$ cat src/rtl/kbc_pkg.sv
package kbc_pkg;

    localparam int BYTE_W = 8;

    localparam logic [7:0] OP_RD_CTRL = 8'h20;
    localparam logic [7:0] OP_WR_CTRL = 8'h60;
    localparam logic [7:0] OP_RD_OUTP = 8'hD0;
    localparam logic [7:0] OP_WR_OUTP = 8'hD1;
    localparam logic [7:0] OP_CPU_RST = 8'hFE;
    localparam logic [7:0] KBD_ACK    = 8'hFA;
    localparam logic [7:0] RD_UNMAPPED = 8'hFF;

    typedef enum logic [1:0] {
        LOAD_NONE,
        LOAD_CTRL,
        LOAD_OUTP,
        LOAD_ACK
    } load_sel_e;

    typedef struct packed {
        logic      accept;
        logic      miss;
        logic      flush;
        load_sel_e load;
        logic      set_flag;
        logic      clr_flag;
        logic      wr_ctrl;
        logic      wr_outp;
        logic      cpu_rst;
        logic      kbd_irq;
    } kbc_act_t;

    function automatic logic [7:0] status_byte(input logic obf, input logic arg_flag);
        return {4'b0000, arg_flag, 2'b00, obf};
    endfunction

endpackage

$ cat src/rtl/kbc_decode.sv
module kbc_decode
    import kbc_pkg::*;
#(
    parameter int               ADDR_W    = 16,
    parameter logic [ADDR_W-1:0] DATA_PORT = 'h60,
    parameter logic [ADDR_W-1:0] CMD_PORT  = 'h64
) (
    input  logic              wr_en,
    input  logic [ADDR_W-1:0] addr,
    input  logic [2:0]        len,
    input  logic [7:0]        wdata,
    input  logic              arg_flag,
    input  logic [7:0]        pend_cmd,
    output kbc_act_t          act
);

    always_comb begin
        act = '0;
        if (wr_en) begin
            if (len != 3'd1) begin
                act.miss = 1'b1;
            end else if (addr == CMD_PORT) begin
                act.accept = 1'b1;
                case (wdata)
                    OP_CPU_RST: act.cpu_rst = 1'b1;
                    OP_RD_CTRL: begin
                        act.flush = 1'b1;
                        act.load  = LOAD_CTRL;
                    end
                    OP_RD_OUTP: begin
                        act.flush = 1'b1;
                        act.load  = LOAD_OUTP;
                    end
                    OP_WR_CTRL: begin
                        act.flush    = 1'b1;
                        act.set_flag = 1'b1;
                    end
                    OP_WR_OUTP: act.set_flag = 1'b1;
                    default: begin
                        act.accept = 1'b0;
                        act.miss   = 1'b1;
                    end
                endcase
            end else if (addr == DATA_PORT) begin
                act.accept = 1'b1;
                if (arg_flag) begin
                    act.clr_flag = 1'b1;
                    if (pend_cmd == OP_WR_CTRL)      act.wr_ctrl = 1'b1;
                    else if (pend_cmd == OP_WR_OUTP) act.wr_outp = 1'b1;
                end else begin
                    act.flush   = 1'b1;
                    act.load    = LOAD_ACK;
                    act.kbd_irq = 1'b1;
                end
            end else begin
                act.miss = 1'b1;
            end
        end
    end

endmodule

$ cat src/rtl/kbc_outbuf.sv
module kbc_outbuf #(
    parameter int DEPTH = 4,
    parameter int W     = 8
) (
    input  logic         clk,
    input  logic         rst,
    input  logic         flush,
    input  logic         push,
    input  logic [W-1:0] din,
    input  logic         pop,
    output logic [W-1:0] head,
    output logic         nonempty
);

    localparam int PW = (DEPTH > 1) ? $clog2(DEPTH) : 1;
    localparam int CW = $clog2(DEPTH + 1);

    logic [W-1:0]  mem [DEPTH];
    logic [PW-1:0] rp, wp;
    logic [CW-1:0] cnt;

    function automatic logic [PW-1:0] nxt(input logic [PW-1:0] p);
        return (p == PW'(DEPTH - 1)) ? '0 : p + PW'(1);
    endfunction

    logic do_pop, do_push;
    assign do_pop  = pop && (cnt != '0);
    assign do_push = push && ((cnt < CW'(DEPTH)) || do_pop);

    always_ff @(posedge clk) begin
        if (rst) begin
            rp  <= '0;
            wp  <= '0;
            cnt <= '0;
        end else if (flush) begin
            rp <= '0;
            if (push) begin
                mem[0] <= din;
                wp     <= nxt('0);
                cnt    <= CW'(1);
            end else begin
                wp  <= '0;
                cnt <= '0;
            end
        end else begin
            if (do_push) begin
                mem[wp] <= din;
                wp      <= nxt(wp);
            end
            if (do_pop) rp <= nxt(rp);
            if (do_push && !do_pop)      cnt <= cnt + CW'(1);
            else if (do_pop && !do_push) cnt <= cnt - CW'(1);
        end
    end

    assign nonempty = (cnt != '0);
    assign head     = mem[rp];

    a_r8_no_overflow: assert property (@(posedge clk) disable iff (rst)
        cnt <= CW'(DEPTH));

    a_r4_flush_then_load: assert property (@(posedge clk) disable iff (rst)
        (!$past(rst) && $past(flush)) |-> (cnt == ($past(push) ? CW'(1) : CW'(0))));

endmodule

$ cat src/rtl/kbc_sat_cnt.sv
module kbc_sat_cnt #(
    parameter int W = 32
) (
    input  logic         clk,
    input  logic         rst,
    input  logic         inc,
    output logic [W-1:0] value
);

    localparam logic [W-1:0] TOP = '1;

    always_ff @(posedge clk) begin
        if (rst)                     value <= '0;
        else if (inc && value != TOP) value <= value + W'(1);
    end

    a_r11_no_wrap: assert property (@(posedge clk) disable iff (rst)
        !$past(rst) |-> (value >= $past(value)));

    a_r11_idle_hold: assert property (@(posedge clk) disable iff (rst)
        (!$past(rst) && !$past(inc)) |-> $stable(value));

endmodule

$ cat src/rtl/kbc_cmd_front.sv
module kbc_cmd_front
    import kbc_pkg::*;
#(
    parameter int               ADDR_W    = 16,
    parameter int               CNT_W     = 32,
    parameter int               BUF_DEPTH = 4,
    parameter logic [ADDR_W-1:0] DATA_PORT = 'h60,
    parameter logic [ADDR_W-1:0] CMD_PORT  = 'h64,
    parameter logic [7:0]        CTRL_INIT = 8'h00,
    parameter logic [7:0]        OUTP_INIT = 8'h01
) (
    input  logic              clk,
    input  logic              rst,
    input  logic [ADDR_W-1:0] bus_addr,
    input  logic [2:0]        bus_len,
    input  logic              bus_wr,
    input  logic [7:0]        bus_wdata,
    input  logic              bus_rd,
    output logic [7:0]        bus_rdata,
    output logic              cpu_reset_req,
    output logic              kbd_irq,
    output logic [CNT_W-1:0]  acc_count,
    output logic [CNT_W-1:0]  miss_count,
    output logic [CNT_W-1:0]  reset_count
);

    localparam int NCNT = 3;

    kbc_act_t   act;
    logic       arg_flag;
    logic [7:0] pend_cmd;
    logic [7:0] ctrl_q, outp_q;
    logic [7:0] load_byte;
    logic       buf_ne;
    logic [7:0] buf_head;
    logic       rd_pop;

    kbc_decode #(
        .ADDR_W(ADDR_W), .DATA_PORT(DATA_PORT), .CMD_PORT(CMD_PORT)
    ) u_dec (
        .wr_en(bus_wr), .addr(bus_addr), .len(bus_len), .wdata(bus_wdata),
        .arg_flag(arg_flag), .pend_cmd(pend_cmd), .act(act)
    );

    always_comb begin
        case (act.load)
            LOAD_CTRL: load_byte = ctrl_q;
            LOAD_OUTP: load_byte = outp_q;
            LOAD_ACK:  load_byte = KBD_ACK;
            default:   load_byte = 8'h00;
        endcase
    end

    assign rd_pop = bus_rd && (bus_addr == DATA_PORT);

    kbc_outbuf #(.DEPTH(BUF_DEPTH), .W(BYTE_W)) u_buf (
        .clk(clk), .rst(rst), .flush(act.flush),
        .push(act.load != LOAD_NONE), .din(load_byte),
        .pop(rd_pop), .head(buf_head), .nonempty(buf_ne)
    );

    always_ff @(posedge clk) begin
        if (rst) begin
            arg_flag      <= 1'b0;
            pend_cmd      <= 8'h00;
            ctrl_q        <= CTRL_INIT;
            outp_q        <= OUTP_INIT;
            cpu_reset_req <= 1'b0;
            kbd_irq       <= 1'b0;
        end else begin
            if (act.set_flag) begin
                arg_flag <= 1'b1;
                pend_cmd <= bus_wdata;
            end else if (act.clr_flag) begin
                arg_flag <= 1'b0;
            end
            if (act.wr_ctrl) ctrl_q <= bus_wdata;
            if (act.wr_outp) outp_q <= bus_wdata;
            cpu_reset_req <= act.cpu_rst;
            kbd_irq       <= act.kbd_irq;
        end
    end

    always_comb begin
        if (bus_addr == CMD_PORT)       bus_rdata = status_byte(buf_ne, arg_flag);
        else if (bus_addr == DATA_PORT) bus_rdata = buf_ne ? buf_head : 8'h00;
        else                            bus_rdata = RD_UNMAPPED;
    end

    logic [NCNT-1:0]  cnt_inc;
    logic [CNT_W-1:0] cnt_val [NCNT];
    assign cnt_inc = {act.cpu_rst, act.miss, act.accept};

    for (genvar gi = 0; gi < NCNT; gi++) begin : g_cnt
        kbc_sat_cnt #(.W(CNT_W)) u_cnt (
            .clk(clk), .rst(rst), .inc(cnt_inc[gi]), .value(cnt_val[gi])
        );
    end

    assign acc_count   = cnt_val[0];
    assign miss_count  = cnt_val[1];
    assign reset_count = cnt_val[2];

    a_r6_flag_cmd: assert property (@(posedge clk) disable iff (rst)
        arg_flag |-> (pend_cmd == OP_WR_CTRL || pend_cmd == OP_WR_OUTP));

    a_r3_reset_cause: assert property (@(posedge clk) disable iff (rst)
        cpu_reset_req |-> ($past(bus_wr) && $past(bus_len) == 3'd1 &&
                           $past(bus_addr) == CMD_PORT && $past(bus_wdata) == OP_CPU_RST));

    a_r8_irq_has_ack: assert property (@(posedge clk) disable iff (rst)
        kbd_irq |-> (buf_ne && buf_head == KBD_ACK));

    a_r2_wide_no_effect: assert property (@(posedge clk) disable iff (rst)
        (!$past(rst) && $past(bus_wr) && $past(bus_len) != 3'd1) |->
            ($stable(ctrl_q) && $stable(outp_q) && $stable(arg_flag) && !cpu_reset_req && !kbd_irq));

endmodule

$ cat config.mk
export PLATFORM = sky130hd
export DESIGN_NAME = kbc_cmd_front
export DESIGN_NICKNAME = d
export VERILOG_FILES = /design/src/rtl/kbc_pkg.sv /design/src/rtl/kbc_decode.sv /design/src/rtl/kbc_outbuf.sv /design/src/rtl/kbc_sat_cnt.sv /design/src/rtl/kbc_cmd_front.sv
export SDC_FILE = /design/constraint.sdc
export NUM_CORES = 1
export LEC_CHECK = 0
export CORE_MARGIN = 3
export CORE_UTILIZATION = 49
export CTS_CLUSTER_DIAMETER = 50
export DETAILED_ROUTE_END_ITERATION = 10
export GPL_ROUTABILITY_DRIVEN = 0
export PLACE_DENSITY = 0.89
export SETUP_SLACK_MARGIN = 0.1
export SYNTH_ARGS = -nofsm -noshare
export SYNTH_HDL_FRONTEND = slang
export SYNTH_HIERARCHICAL = 1
export SYNTH_SLANG_ARGS = --single-unit
$ cat constraint.sdc
create_clock -name clk -period 4.29 [get_ports clk]
set_input_delay 1.0725 -clock clk [delete_from_list [all_inputs] [get_ports clk]]
set_output_delay 1.0725 -clock clk [all_outputs]
set_load 0.01 [all_outputs]
# Word level (Yosys, flattened, before mapping)

Memories as Yosys holds them, arrays and structs flattened. A register that Yosys moved wholly into a read port is not among the register bits.
Index checks and enable logic that the tools add are counted.

Bits in registers: 130
Bits in writable memories: 32
Input bits: 31
Word-level logic and storage cells: 116
Memories: 1

Memory list:

| name      | words | width | rd ports | clocked after memory_dff | write ports | line             | RTL |
|---|---|---|---|---|---|---|---|
| u_buf.mem | 4     | 8     | 1        | 1                        | 1           | kbc_outbuf.sv:18 | `logic [W-1:0] mem [DEPTH];` |

Add/sub/neg operators: 7
Order comparisons: 1
Equality and inequality tests: 18
Multiplexer cells: 53
Bitwise logic cells: 2
Reduce and logical (&&, ||, !) cells: 22

Operator list:

| cell                                                             | count |
|---|---|
| 32-bit by 1-bit adder with 32-bit output, second input constant  | 3 |
| 32-bit inequality test, second input constant                    | 3 |
| 16-bit by 7-bit == test with 1-bit output, second input constant | 2 |
| 8-bit == test, second input constant                             | 4 |
| 8-bit two-way mux                                                | 4 |
| 1-bit two-way mux                                                | 28 |
| 3-bit two-way mux                                                | 8 |
| 8-bit one-hot mux with 3 select lines                            | 1 |
| 8-bit by 7-bit == test with 1-bit output, second input constant  | 2 |
| 2-bit two-way mux                                                | 8 |
| 11-bit two-way mux                                               | 1 |
| 5-bit OR reduction                                               | 2 |
| 9-bit two-way mux                                                | 1 |
| 2-bit == test, second input constant                             | 4 |
| 8-bit by 6-bit == test with 1-bit output, second input constant  | 1 |
| 1-bit logical AND                                                | 8 |
| 8-bit OR reduction                                               | 1 |
| 2-bit nonzero test                                               | 3 |
| 3-bit nonzero test                                               | 2 |
| 5-bit two-way mux                                                | 1 |
| 2-bit by 1-bit adder with 2-bit output, second input constant    | 2 |
| 2-bit one-hot mux with 2 select lines                            | 1 |
| 2-bit OR reduction                                               | 2 |
| 3-bit by 1-bit adder with 3-bit output, second input constant    | 1 |
| 8 further kinds                                                  | 10 |

# Longest topological paths before layout

Depth after elaboration: 16
Depth in mapped cells: 13

# Modules after synthesis

Netlist, hierarchy kept.

By module, submodules not included:

| module                           | times used | cells an instance | area an instance (µm²) | seq. area each (µm²) |
|---|---|---|---|---|
| kbc_sat_cnt (g_cnt[0].u_cnt ...) | 2          | 199               | 1674.1                 | 640.6 |
| kbc_outbuf                       | 1          | 111               | 1712.9                 | 1141.1 |
| kbc_sat_cnt (g_cnt[2].u_cnt)     | 1          | 195               | 1670.4                 | 640.6 |
| kbc_cmd_front                    | 1          | 127               | 1217.4                 | 540.5 |
| kbc_decode                       | 1          | 46                | 340.3                  | 0.0 |

# Worst setup path after synthesis

Ideal clock, no wire load.

Kind: input -> register
Start point: in bus_addr[10]
End point: mem u_buf.mem[3][0], enable pin
Setup time: 0.398 ns
Arrival time: 3.698 ns
Slack: 0.195 ns
Cell stages on the path: 9
Path buffers: 2
Path through: or4_4 nor3_4 nand4_4 nor2_1 clkbuf_1 or2_2 buf_2 nand2b_1 nor4b_1

RTL lines:

| what        | line                | RTL |
|---|---|---|
| from (decl) | kbc_cmd_front.sv:14 | `input logic [ADDR_W-1:0] bus_addr,` |
| to (decl)   | kbc_outbuf.sv:18    |  |

# Worst setup path after layout

Start point: in bus_addr[1]
End point: out bus_rdata[3]

Longest elaborated chain between the ends: 3

RTL lines:

| what                                      | line                | RTL |
|---|---|---|
| 16-bit by 7-bit == test with 1-bit output | kbc_cmd_front.sv:86 | `else if (bus_addr == DATA_PORT) bus_rdata = buf_ne ? buf_head : 8'h00;` |
| 8-bit two-way mux                         | kbc_cmd_front.sv:86 |  |
| 8-bit two-way mux *                       | kbc_cmd_front.sv:85 | `if (bus_addr == CMD_PORT) bus_rdata = status_byte(buf_ne, arg_flag);` |
| to (decl)                                 | kbc_cmd_front.sv:19 | `output logic [7:0] bus_rdata,` |

Mark *: on every way between the ends. The rest lies on a longest branch, timed or not.

==> reports/metrics.yaml <==
sta:
  fin_crit_ns: 4.052
  maxSlewViolCount: 0
  whs_ns: 0.4932
  finClkSkew_ns: 0.01288
  slew_headroom: 0.2394
  fin_tns_setup_ns: 0
  worst_pin_slew_ns: 1.132
  fmax_mhz: 246.8
  rsz0062_at_grt: "false"
  timing.final.crit_share: 0.9446
  hold_violations: 0
  setup_viol: 0
floorplan:
  row_count: 46
  dieArea_sq_mm: 0.01851
  die-width_um: 136.1
  pin_count: 137
  dieHeight_um: 136.1
  initial_core_util: 0.5107
  design.core.area_sq_mm: 0.01623
synthesis:
  syn_inst: 877
  yosysMostFrequentCell: "dfxtp_1"
  synth-seq-area-share: 0.4347
  yosys.area.top_type: "dfxtp_1"
  yosysTopAreaCellShare: 0.3188
  syn_nets: 914
  synthFlopType: "dfxtp_1"
  ys_warn_count: 6
  synth_commonest_cells: "dfxtp_1, nor2_1, a21oi_1, nand2_1, nand3_1"
  synth.avg_cell_area_sq_um: 9.452
  synthArstFlopShare: 0
  synth-seq-cells: 164
  yosys-top-cells-area: "dfxtp_1, edfxtp_1, a21oi_1, nor2_1, mux2i_1"
  yosysUniqueCellTypes: 79
  synth_edf_count: 32
  synth_area_sq_mm: 0.008289
finish:
  drive_gt1_frac: 0.1184
  antenna_cells: 0
  nNetsFinal: 1054
  syn2layout_area_growth_pct: 27.65
setup_path:
  crit_slowest_cell: "clkdlybuf4s50_1"
  crit_arrival_ns: 2.98
  start_kind: "primary input"
  timing.rr.end: "g_cnt[0].u_cnt/value[11]$_SDFFE_PP0P_"
  r2r_cells: 6
  path_max_fanout: 9
  crit_path_end_kind: "primary output"
  crit_type: "primary input to primary output"
  timing.rr.start: "g_cnt[0].u_cnt/value[16]$_SDFFE_PP0P_"
  cpMostUsedCell: "clkdlybuf4s50_1"
  crit_buf_inv: 2
  cp_cell_sequence: "clkdlybuf4s50_1 -> nor4b_4 -> nand4_4 -> a221o_1 -> clkdlybuf4s50_1"
  slowest_delay_ns: 0.53
  reg2reg_slack_ns: 1.44
  crit_family: "buffers and inverters"
  cp_data_required_time_ns: 3.22
clocking:
  cts_setup_buffers: 0
  htree_levels: 4
  clock_path_buffers: 2
  cts.sinks: 164
  ctsResizeCount: 0
  root_buffer: "clkbuf_16"
  tritoncts: "built"
  cts_buffers: 17
  hold_buffers: 0
  clkTransAtPathRegs_ns: 0.07
  clk_latency_ns: 0.42
detailed_routing:
  wl_met2_mm: 10.18
  wl_per_cell_um: 16.67
  via_per_inst: 6.010
  first_iter_violations: 515
  dr_wl_met3_mm: 1.484
  wl_met1_mm: 8.774
  route.detailed.drc: 0
  ant_nets: 0
  routed_wl_mm: 20.78
  maxUsedRoutingLayer: "met4"
  vias: 7489
  drtPass1Iterations: 5
global_routing:
  first_global_vias: 6905
  grt_overflow: 0
  grt_pass1_wl_mm: 34.16
  grt_max_degree: 75
  antenna_found_initial: 0
  track_usage: 0.2241
power_and_ir_drop:
  power_density_mw_per_mm2: 302.0
  irDropWorstVdd_uv: 283.0
  p_leak_nw: 3.306
hold_path:
  min_to: "pend_cmd[6]$_SDFFE_PP0P_"
  holdPathStages: 2
  holdCritPathClass: "register to register"
  hp-start: "pend_cmd[6]$_SDFFE_PP0P_"
flow_run:
  cap_viol_max_count: 0
place:
  io_buffer_count: 136
  hpwl_mm: 14.57
run_status:
  status: "finished clean"
[per-layer routing]
layer,GRT usage,vias up
li1,-,3615
met1,0.2863,3559
met2,0.3674,290
met3,0.06107,25
met4,0.07615,0
met5,0,-
[how the worst max path moves through the flow]
stage	startpoint	depth (start not counted)	slack (ns)	end
finish	bus_addr[1]	5	0.24	bus_rdata[3]
global route	bus_addr[12]	5	0.15	bus_rdata[3]
CTS	bus_addr[12]	5	0.22	bus_rdata[3]
detailed placement	bus_addr[14]	11	0.01	g_cnt[0].u_cnt/value[31]$_SDFFE_PP0P_
global placement	bus_addr[14]	11	0.08	g_cnt[0].u_cnt/value[31]$_SDFFE_PP0P_
floorplan	bus_addr[10]	9	0.19	u_buf/mem[3][0]$_DFFE_PP_
[through the flow]
| stage | area (sq um) | setup WS, ns | power (mW) | cells | util |
|---|---|---|---|---|---|
| 4_1_cts | 10580 | 0.2159 | 3.218 | 1246 | 0.6519 |
| 3_5_place_dp | 9987 | 0.01444 | 1.704 | 1214 | 0.6153 |
| 2_1_floorplan | 8289 | 0.1946 | 1.641 | 877 | - |
| 5_1_grt | 10580 | 0.1483 | 3.291 | 1246 | 0.6519 |
| 6_report | 10580 | 0.2376 | 3.196 | 1246 | 0.6519 |
| 3_3_place_gp | 9987 | 0.08490 | 1.703 | 1214 | 0.6153 |
[logic make-up (layout without fill, tap and decap cells)]
| kind of cell | Yosys count | in the layout | share of synthesized area |
|---|---|---|---|
| simple gates | 392 | 392 | 0.2871 |
| compound gates | 187 | 187 | 0.1467 |
| flops | 164 | 164 | 0.4347 |
| buf+inv | 61 | 214 | 0.03109 |
| mux | 41 | 41 | 0.06294 |
| xor+xnor | 26 | 26 | 0.02747 |
| fa+ha+maj | 6 | 6 | 0.009962 |
[layout by cell type, fill, tap and decap left out, types with 12 or more instances in the layout]
cell and instances:
clkdlybuf4s50_1 135, dfxtp_1 132, nor2_1 93, a21oi_1 76, nand2_1 41, nand3_1 39, or3_1 36, o21ai_0 33
edfxtp_1 32, buf_4 31, o31ai_1 29, nand4_1 28, mux2i_1 27, or4_1 27, clkbuf_16 17, nor2b_1 16
inv_1 15, xnor2_1 14, xor2_1 12
[layout make-up]
type,count,area [sq um]
fillers,1271,5649
inverters,15,56.30
well taps,216,270.3
flip-flops and latches,164,3603
repair buffers,167,1604
multi-input cells,652,4453
clock inverters,14,155.1
clock buffers,18,439.2
[sequential cells by signal, indices dropped and copies added (netlist names), 2 cells and up, named ones only]
name and count:
ctrl_q 8, outp_q 8, u_buf/rp 2, u_buf/cnt 3
pend_cmd 8, g_cnt.u_cnt/value 96, u_buf/wp 2, u_buf/mem 32
[report_power, final]
group | switching [mW] | total (mW) | internal, mW
logic | 0.0580 | 0.103 | 0.0447
registers | 0.00296 | 1.57 | 1.57
clock network | 0.681 | 1.53 | 0.844
total | 0.742 | 3.20 | 2.45
[worst min-delay path, stage by stage (launching register included)]
cell	delay, ns
dfxtp_1	0.32
mux2i_1	0.07
nor2_1	0.07
No activity file was read; power rests on OpenSTA's default activity.
